<file path="config.mk">
export PLATFORM = sky130hd
export DESIGN_NAME = spi_wdog
export DESIGN_NICKNAME = d
export VERILOG_FILES = /design/src/rtl/spi_wdog_pkg.sv /design/src/rtl/spi_wdog_cfg.sv /design/src/rtl/spi_wdog_timer.sv /design/src/rtl/spi_wdog_fault.sv /design/src/rtl/spi_wdog.sv
export SDC_FILE = /design/constraint.sdc
export NUM_CORES = 1
export LEC_CHECK = 0
export BUFFER_PORTS_ARGS = -buffer_cell sky130_fd_sc_hd__buf_2
export CAP_MARGIN = 20
export CORE_MARGIN = 5
export CORE_UTILIZATION = 40
export CTS_BUF_LIST = sky130_fd_sc_hd__clkbuf_16
export DETAILED_ROUTE_END_ITERATION = 7
export PLACE_DENSITY_LB_ADDON = 0.3
export SLEW_MARGIN = 15
export SYNTH_ARGS = -nofsm -noshare
export SYNTH_HDL_FRONTEND = slang
export SYNTH_SLANG_ARGS = --single-unit
</file>
<file path="constraint.sdc">
create_clock -name clk -period 5.2 [get_ports clk]
set_clock_uncertainty 0.05 [all_clocks]
set_input_delay 1.04 -clock clk [delete_from_list [all_inputs] [get_ports clk]]
set_output_delay 1.04 -clock clk [all_outputs]
set_load 0.02 [all_outputs]
</file>
<file path="src/rtl/spi_wdog_pkg.sv">
package spi_wdog_pkg;

    localparam int CODE_W     = 3;
    localparam int MAX_MS     = 5000;
    localparam int CTRL_W     = 16;
    localparam int CODE_MSB   = 15;
    localparam int CODE_LSB   = 13;
    localparam int DIS_BIT    = 12;
    localparam int ALOFF_BIT  = 10;
    localparam logic [CODE_W-1:0] CODE_RST = 3'b011;

    typedef struct packed {
        logic [CODE_W-1:0] code;
        logic              dis;
        logic              alarm_off;
    } wd_cfg_t;

    function automatic int period_ms(input logic [CODE_W-1:0] c);
        int p;
        case (c)
            3'd0:    p = 50;
            3'd1:    p = 100;
            3'd2:    p = 500;
            3'd3:    p = 1000;
            default: p = (int'(c) - 2) * 1000;
        endcase
        return p;
    endfunction

endpackage

</file>
<file path="src/rtl/spi_wdog_cfg.sv">
module spi_wdog_cfg
    import spi_wdog_pkg::*;
(
    input  logic              clk,
    input  logic              rst_n,
    input  logic              ctrl_wr,
    input  logic [CTRL_W-1:0] ctrl_wdata,
    output wd_cfg_t           cfg
);
    wd_cfg_t cfg_d, cfg_q;

    always_comb begin
        cfg_d = cfg_q;
        if (ctrl_wr) begin
            cfg_d.code      = ctrl_wdata[CODE_MSB:CODE_LSB];
            cfg_d.dis       = ctrl_wdata[DIS_BIT];
            cfg_d.alarm_off = ctrl_wdata[ALOFF_BIT];
        end
    end

    always_ff @(posedge clk or negedge rst_n) begin
        if (!rst_n) begin
            cfg_q.code      <= CODE_RST;
            cfg_q.dis       <= 1'b0;
            cfg_q.alarm_off <= 1'b0;
        end else begin
            cfg_q <= cfg_d;
        end
    end

    assign cfg = cfg_q;
endmodule

</file>
<file path="src/rtl/spi_wdog_timer.sv">
module spi_wdog_timer
    import spi_wdog_pkg::*;
#(
    parameter int TICKS_PER_MS = 1,
    localparam int MAX_TICKS   = MAX_MS * TICKS_PER_MS,
    localparam int CNT_W       = $clog2(MAX_TICKS)
)(
    input  logic              clk,
    input  logic              rst_n,
    input  logic              tick,
    input  logic              kick,
    input  logic              hold,
    input  logic [CODE_W-1:0] code,
    output logic              expire,
    output logic [CNT_W-1:0]  cnt
);
    typedef struct packed {
        logic [CNT_W-1:0] cnt;
    } tmr_t;

    tmr_t st_d, st_q;
    logic [CNT_W-1:0] limit;

    always_comb begin
        limit  = CNT_W'(period_ms(code) * TICKS_PER_MS - 1);
        st_d   = st_q;
        expire = 1'b0;
        if (hold || kick) begin
            st_d.cnt = '0;
        end else if (tick) begin
            if (st_q.cnt >= limit) begin
                expire   = 1'b1;
                st_d.cnt = '0;
            end else begin
                st_d.cnt = st_q.cnt + 1'b1;
            end
        end
    end

    always_ff @(posedge clk or negedge rst_n) begin
        if (!rst_n) st_q <= '0;
        else        st_q <= st_d;
    end

    assign cnt = st_q.cnt;
endmodule

</file>
<file path="src/rtl/spi_wdog_fault.sv">
module spi_wdog_fault (
    input  logic clk,
    input  logic rst_n,
    input  logic expire,
    input  logic clr,
    input  logic alarm_off,
    output logic fault,
    output logic alarm
);
    typedef struct packed {
        logic flag;
    } flt_t;

    flt_t st_d, st_q;

    always_comb begin
        st_d      = st_q;
        st_d.flag = expire | (st_q.flag & ~clr);
    end

    always_ff @(posedge clk or negedge rst_n) begin
        if (!rst_n) st_q <= '0;
        else        st_q <= st_d;
    end

    assign fault = st_q.flag;
    assign alarm = st_q.flag & ~alarm_off;
endmodule

</file>
<file path="src/rtl/spi_wdog.sv">
module spi_wdog
    import spi_wdog_pkg::*;
#(
    parameter int TICKS_PER_MS = 1,
    localparam int CNT_W       = $clog2(MAX_MS * TICKS_PER_MS)
)(
    input  logic              clk,
    input  logic              rst_n,
    input  logic              tick_ms,
    input  logic              reg_wr,
    input  logic              ctrl_wr,
    input  logic [CTRL_W-1:0] ctrl_wdata,
    input  logic              nop_cmd,
    input  logic              fault_clr,
    output logic              if_fault,
    output logic              alarm_force
);
    wd_cfg_t          cfg;
    logic             kick;
    logic             expire;
    logic [CNT_W-1:0] tmr_cnt;
    logic             wd_dis;

    assign kick   = reg_wr | ctrl_wr | nop_cmd;
    assign wd_dis = cfg.dis;

    spi_wdog_cfg u_cfg (
        .clk        (clk),
        .rst_n      (rst_n),
        .ctrl_wr    (ctrl_wr),
        .ctrl_wdata (ctrl_wdata),
        .cfg        (cfg)
    );

    spi_wdog_timer #(.TICKS_PER_MS(TICKS_PER_MS)) u_tmr (
        .clk    (clk),
        .rst_n  (rst_n),
        .tick   (tick_ms),
        .kick   (kick),
        .hold   (cfg.dis),
        .code   (cfg.code),
        .expire (expire),
        .cnt    (tmr_cnt)
    );

    spi_wdog_fault u_flt (
        .clk       (clk),
        .rst_n     (rst_n),
        .expire    (expire),
        .clr       (fault_clr),
        .alarm_off (cfg.alarm_off),
        .fault     (if_fault),
        .alarm     (alarm_force)
    );
endmodule

</file>
* Word-level counts from Yosys, hierarchy flattened
Cells that the tools add are included.
** Cells by class
- Muxes and demuxes :: 7
- Bitwise gates (word level) :: 7
- $lt $le $gt $ge :: 1
- Equality and inequality tests :: 3
- Reduce and logical (&&, ||, !) cells :: 3
- Multipliers :: 1
- $add $sub $neg :: 3
** Operators with widths (count)
- $pmux W13 S4 :: 1
- $mux W13 :: 3
- $add A13 B1 Y13 const B :: 1
- $ge A13 B13 Y1 :: 1
- $sub A13 B2 Y13 const B :: 1
- $mul A4 B8 Y10 const B :: 1
- $eq A3 B2 Y1 const B :: 2
- $sub A3 B2 Y4 const B :: 1
- $eq A3 B1 Y1 const B :: 1
- $logic_not A3 Y1 :: 1
- $mux W1 :: 3
- $or A1 B1 Y1 :: 3
- $and A1 B1 Y1 :: 2
- $not A1 Y1 :: 2
- $reduce_bool A2 Y1 :: 1
- $logic_or A1 B1 Y1 :: 1
** Storage, ports and cells
- Flip-flop bits (word level) :: 19
- Input bits :: 23

* Depth between registers and ports, before layout
- Word-level depth :: 9
- Mapped depth :: 18
- Depth with buffers taken out :: 17

* Hierarchy
A second synthesis with hierarchy kept.
** Second synthesis, totals
- Cell total of the unflattened synthesis :: 191
- Area, all modules :: 1874.3 µm²
** Modules (own cells, without submodules)
- spi_wdog_timer :: area each 1641.6 µm², cells an instance 176, sequential area each 325.3 µm², instances 1
- spi_wdog_cfg :: area each 183.9 µm², cells an instance 10, sequential area each 127.6 µm², instances 1
- spi_wdog_fault :: area each 42.5 µm², cells an instance 4, sequential area each 25.0 µm², instances 1
- spi_wdog :: area each 6.3 µm², cells an instance 1, sequential area each 0.0 µm², instances 1

* Worst setup path after synthesis
Ideal clock, no wire load.
- Path type :: register to register
- Start :: register u_cfg.cfg[3] (netlist name)
- End :: register u_tmr.st_q (netlist bit u_tmr.cnt[3])
- Buffers on the path :: 1
- Stages on the path, launching flop included :: 18
- Slack :: 1013 ps
- Arrival time :: 4001 ps
- Setup time :: 136 ps
- Path through :: dfstp_2 clkbuf_1 inv_1 ha_1 xor2_1 a21o_1 ha_1 ha_1 a21o_1 a21oi_1 xnor2_1 nand2_1 ha_1 nand4_1 nor4_1 a211oi_1 a21boi_1 nor3_1
** On the way
- Cells in the longest elaborated chain, start to end :: 8
- Elaborated cells between the ends (all ways) :: 12
- Those cells by class :: add/sub (2); mul (1); order compare (1); eq/ne (3); mux (4); reduce/logical (1)
** RTL lines
- $sub A3 B2 Y4 :: RTL line spi_wdog_pkg.sv:25 : default: p = (int'(c) - 2) * 1000;
- $mul A4 B8 Y10 :: RTL line spi_wdog_pkg.sv:25
- $pmux W13 S4 (*) :: RTL line spi_wdog_pkg.sv:20 : case (c)
- $sub A13 B2 Y13 (*) :: RTL line spi_wdog_timer.sv:25 : limit = CNT_W'(period_ms(code) * TICKS_PER_MS - 1);
- $ge A13 B13 Y1 (*) :: RTL line spi_wdog_timer.sv:31 : if (st_q.cnt >= limit) begin
- $mux W13 (*) :: RTL line spi_wdog_timer.sv:31
- $mux W13 (*) :: RTL line spi_wdog_timer.sv:30 : end else if (tick) begin
- $mux W13 (*) :: RTL line spi_wdog_timer.sv:28 : if (hold || kick) begin
- end signal, assigned :: RTL line spi_wdog_timer.sv:42 : else st_q <= st_d;
- end, declared :: RTL line spi_wdog_timer.sv:21 : tmr_t st_d, st_q;
Mark *: on every way between the ends. The rest lies on a longest branch, timed or not. The select of a mux whose other input is x is not followed.
A chain may end at the register's enable or synchronous reset.

* Worst setup path after layout
- Start :: register u_cfg.cfg[3] (netlist name)
- End :: register u_tmr.st_q (netlist bit u_tmr.cnt[1])
** On the way
- Cells in the longest elaborated chain, start to end :: 8
- Elaborated cells between the ends (all ways) :: 12
- Those cells by class :: add/sub (2); mul (1); order compare (1); eq/ne (3); mux (4); reduce/logical (1)
** RTL lines (RTL line)
- $sub A3 B2 Y4 :: spi_wdog_pkg.sv:25
- $mul A4 B8 Y10 :: spi_wdog_pkg.sv:25
- $pmux W13 S4 (*) :: spi_wdog_pkg.sv:20
- $sub A13 B2 Y13 (*) :: spi_wdog_timer.sv:25
- $ge A13 B13 Y1 (*) :: spi_wdog_timer.sv:31
- $mux W13 (*) :: spi_wdog_timer.sv:31
- $mux W13 (*) :: spi_wdog_timer.sv:30
- $mux W13 (*) :: spi_wdog_timer.sv:28
Marked as above.

==> qor_table.md <==
| Quantity | This run |
|---|---|
| Maximum number of pins on one net before global-route repair | 20 |
| Vias in the first global route | 1,316 |
| Number of nets with antenna violations after routing | 0 |
| Critical register-to-register path endpoint | u_tmr.cnt[1] |
| Final hold violations | 0 |
| Setup Viol. Count Final | 0 |
| Power density over cell area | 246 nW/um^2 |
| Wire length of the first global-routing pass | 6.07 mm |
| Fraction of layout cells with a size suffix above 1 | 0.132 |
| Horizontal die dimension | 75.3 um |
| Arrival time of data at the critical path endpoint | 4600 ps |
| Series of cell instances along the critical path | inv_1 -> ha_1 -> xor2_1 -> a21o_1 -> ha_1 -> ha_1 -> a21o_1 -> a21oi_1 -> nor2b_1 -> o21ai_0 -> ha_1 -> a21oi_1 -> o21ai_0 -> a211oi_1 -> nand4_1 -> o21ai_0 |
| Unrepaired setup endpoints after global routing | false |
| Clock buffer count from CTS | 3 |
| Max stage delay on crit path | 680 ps |
| WP data required | 5320 ps |
| Number of fillers in the final layout | 393 |
| Number of setup buffers added after CTS | 0 |
| Worst hold path startpoint | u_cfg.cfg[0] |
| Number of cells upsized or downsized after cts | 0 |
| Clock transition time at the flip-flop clock pins of the worst setup and hold paths | 60 ps |
| Number of rows created at floorplan | 23 |
| Core footprint | 4060 um^2 |
| Clock tree root buffer cell | clkbuf_16 |
| Quantity of hold-fixing buffers added after cts | 0 |
| Kind of launch point of the worst setup path | register |
| DIE AREA | 5670 um^2 |
| Most Frequent Cell on Critical Path | ha_1 |
| Vias after detailed routing | 1,352 |
| Vias per cell | 5.30 |
| Average wire per standard cell | 13.2 um |
| Most used cells in the layout excluding fill and tap cells | ha_1, nand2_1, dfrtp_1 |
| Antenna cell count | 0 |
| Max-slew violation count | 0 |
| Router iterations before antenna repair | 4 |
| Register-to-Register Setup Slack | 720 ps |
| Number of primary I/O pins | 25 |
| Reg2Reg Launch Point | u_cfg.cfg[3] |
| Clock insertion delay at the later pin of the skew report | 250 ps |
| Final weighted congestion in routability-driven placement | 0.768 |
| Final period demand of the worst path | 4480 ps |
| Hold path endpoint | u_cfg.cfg[0] |
| Initial antenna violation count | 0 |
| Area taken by flip-flops and latches | 478 um^2 |
| Final clock period utilization by the worst path | 0.862 |
| Fmax | 223 MHz |
| Cell at the slowest stage of the critical path | dfstp_2 |
| Most frequent standard cell in the layout excluding fill and tap cells | ha_1 |
| Final std cells w/o fill | 255 |
| Overall power consumption | 0.000462 W |
| Overall global routing resource usage | 0.137 |
| Number of instances on the worst hold path | 1 |
| Buffers on Ports | 13 |
| Effective utilization at floorplan | 0.420 |
| DRC violation count after routing | 0 |
| Flip-flop and latch count after synthesis | 19 |
| Post-synthesis area per instance | 8.78 um^2 |
| Worst Reg-to-Reg Cells | 16 |
| DR iter-0 viols | 47 |
| Worst Hold Class | reg2reg |
| Signed area change from the synthesized netlist to the final layout | 10.2% |
| Bufs on Longest Clock Path | 2 |
| Detailed-route wire length | 3.37 mm |
| Type of the worst setup path | reg2reg |
| Post-placement cell count | 251 |
| Yosys synthesis warning count | 0 |
| TritonCTS clock tree | done |
| H-tree levels | 1 |
| Die Span Y | 75.3 um |
| Max VDD drop | 0.135 mV |
| Hold WS | 462 ps |
| Gate count of the mapped netlist | 194 |
| # Max-Cap Violations | 0 |
| Sum of net half-perimeters after detailed placement | 2.64 mm |
| Sink count of the clock tree | 19 |
| Final Core Density | 0.463 |
| Sequential fraction of the synthesis area | 0.280 |
| Leakage power total | 0.893 nW |
| Sum of negative setup slack | 0 ps |
| Overflow left after global routing | 0 |
| Slew of the pin with the lowest slew margin | 506 ps |
| Net count after synthesis | 245 |
| Number of distinct library cell variants in the gate-level netlist after synthesis | 36 |
| Run status | finished, final reports clean |
| Post-synthesis cell area | 1700 um^2 |
| CP Capture Type | register |
| Nets | 257 |
| Maximum net fanout on the critical path | 13 |
| Relative max-transition margin | 0.662 |
| Area of the multi-input gates | 1150 um^2 |
-- state kept, by name (all words and copies together) (netlist names) --
signal       cells
u_tmr.cnt       13
u_cfg.cfg        5
u_flt.fault      1
-- metrics by stage --
| step | setup slack, ps | cell area [um^2] |
|---|---|---|
| 2_1_floorplan | 1010 | 1700 |
| 3_3_place_gp | 715 | 1800 |
| 3_5_place_dp | 654 | 1800 |
| 4_1_cts | 635 | 1880 |
| 5_1_grt | 304 | 1880 |
| 6_report | 716 | 1880 |
-- worst max path at each step --
| stage | from | to | cells after the start | slack [ps] |
|---|---|---|---|---|
| 2_1_floorplan | u_cfg.cfg[3] | u_tmr.cnt[3] | 17 | 1010 |
| 3_3_place_gp | u_cfg.cfg[3] | u_tmr.cnt[12] | 16 | 720 |
| 3_5_place_dp | u_cfg.cfg[3] | u_tmr.cnt[1] | 16 | 650 |
| 4_1_cts | u_cfg.cfg[3] | u_tmr.cnt[1] | 16 | 630 |
| 5_1_grt | u_cfg.cfg[3] | u_tmr.cnt[1] | 16 | 300 |
| 6_report | u_cfg.cfg[3] | u_tmr.cnt[1] | 16 | 720 |
-- final cells by class --
class | count | share of cell area
Clock buffer | 3 | 0.0400
Clock inverter | 1 | 0.00266
Tap cell | 50 | 0.0333
Multi-Input combinational cell | 160 | 0.615
Timing Repair Buffer | 14 | 0.0386
Inverter | 8 | 0.0160
Sequential cell | 19 | 0.254
-- Yosys cell counts (all sizes together) --
| library cell | count | area, um^2 |
|---|---|---|
| or4 | 1 | 11.3 |
| and3 | 3 | 18.8 |
| a22oi | 1 | 7.51 |
| dfstp | 2 | 52.6 |
| o21ai | 17 | 88.8 |
| nor2 | 11 | 57.6 |
| clkbuf | 5 | 18.8 |
| a21o | 5 | 37.5 |
| a32o | 1 | 10.0 |
| nor3 | 8 | 40.0 |
| ha | 28 | 350 |
| nor2b | 2 | 12.5 |
| dfrtp | 17 | 425 |
| and4 | 1 | 8.76 |
| a22o | 1 | 8.76 |
| nand2b | 1 | 6.26 |
| xor2 | 8 | 70.1 |
| nand2 | 24 | 90.1 |
| mux2 | 2 | 22.5 |
| a21boi | 1 | 7.51 |
| nor3b | 1 | 7.51 |
| xnor2 | 11 | 96.3 |
| a21oi | 10 | 50.1 |
| o2111ai | 1 | 15.0 |
| a211oi | 1 | 7.51 |
| nor4 | 2 | 12.5 |
| buf | 2 | 22.5 |
| inv | 8 | 30.0 |
| or3 | 1 | 6.26 |
| nand3 | 8 | 40.0 |
| o211ai | 3 | 27.5 |
| a31oi | 1 | 6.26 |
| nand4 | 6 | 37.5 |
-- critical path: cells and delay by family, from the launching register on --
family	cells	cell delay, ps
DFF	1	680
adders and majority gates	4	1320
buffers and inverters	1	200
xor gates and xnor gates	1	170
AOI/OAI and AO/OA	8	1590
and+or+nand+nor	2	390
-- report_power, final --
| part | internal [W] | total (W) | switching [W] |
|---|---|---|---|
| Sequential | 0.000153 | 0.000161 | 0.00000800 |
| Clock | 0.000103 | 0.000159 | 0.0000559 |
| Combinational | 0.0000643 | 0.000142 | 0.0000778 |
| Total | 0.000321 | 0.000462 | 0.000142 |
-- routing by layer --
| metal | up-vias | GRT usage | wire length (um) |
|---|---|---|---|
| met1 | 615 | 0.199 | 1730 |
| met4 | 0 | 0.0408 | 48 |
| li1 | 715 | - | - |
| met2 | 17 | 0.213 | 1530 |
| met5 | - | 0 | 0 |
| met3 | 5 | 0.0174 | 65 |
-- cells by family after synthesis --
logic type | Yosys count | synth area share
and+or+nand+nor | 69 | 0.205
AOI/OAI and AO/OA | 42 | 0.156
adders and majority gates | 28 | 0.206
xor gates and xnor gates | 19 | 0.0977
DFF | 19 | 0.280
buffers and inverters | 15 | 0.0419
muxes | 2 | 0.0132
(Power assumes the default switching activity.)
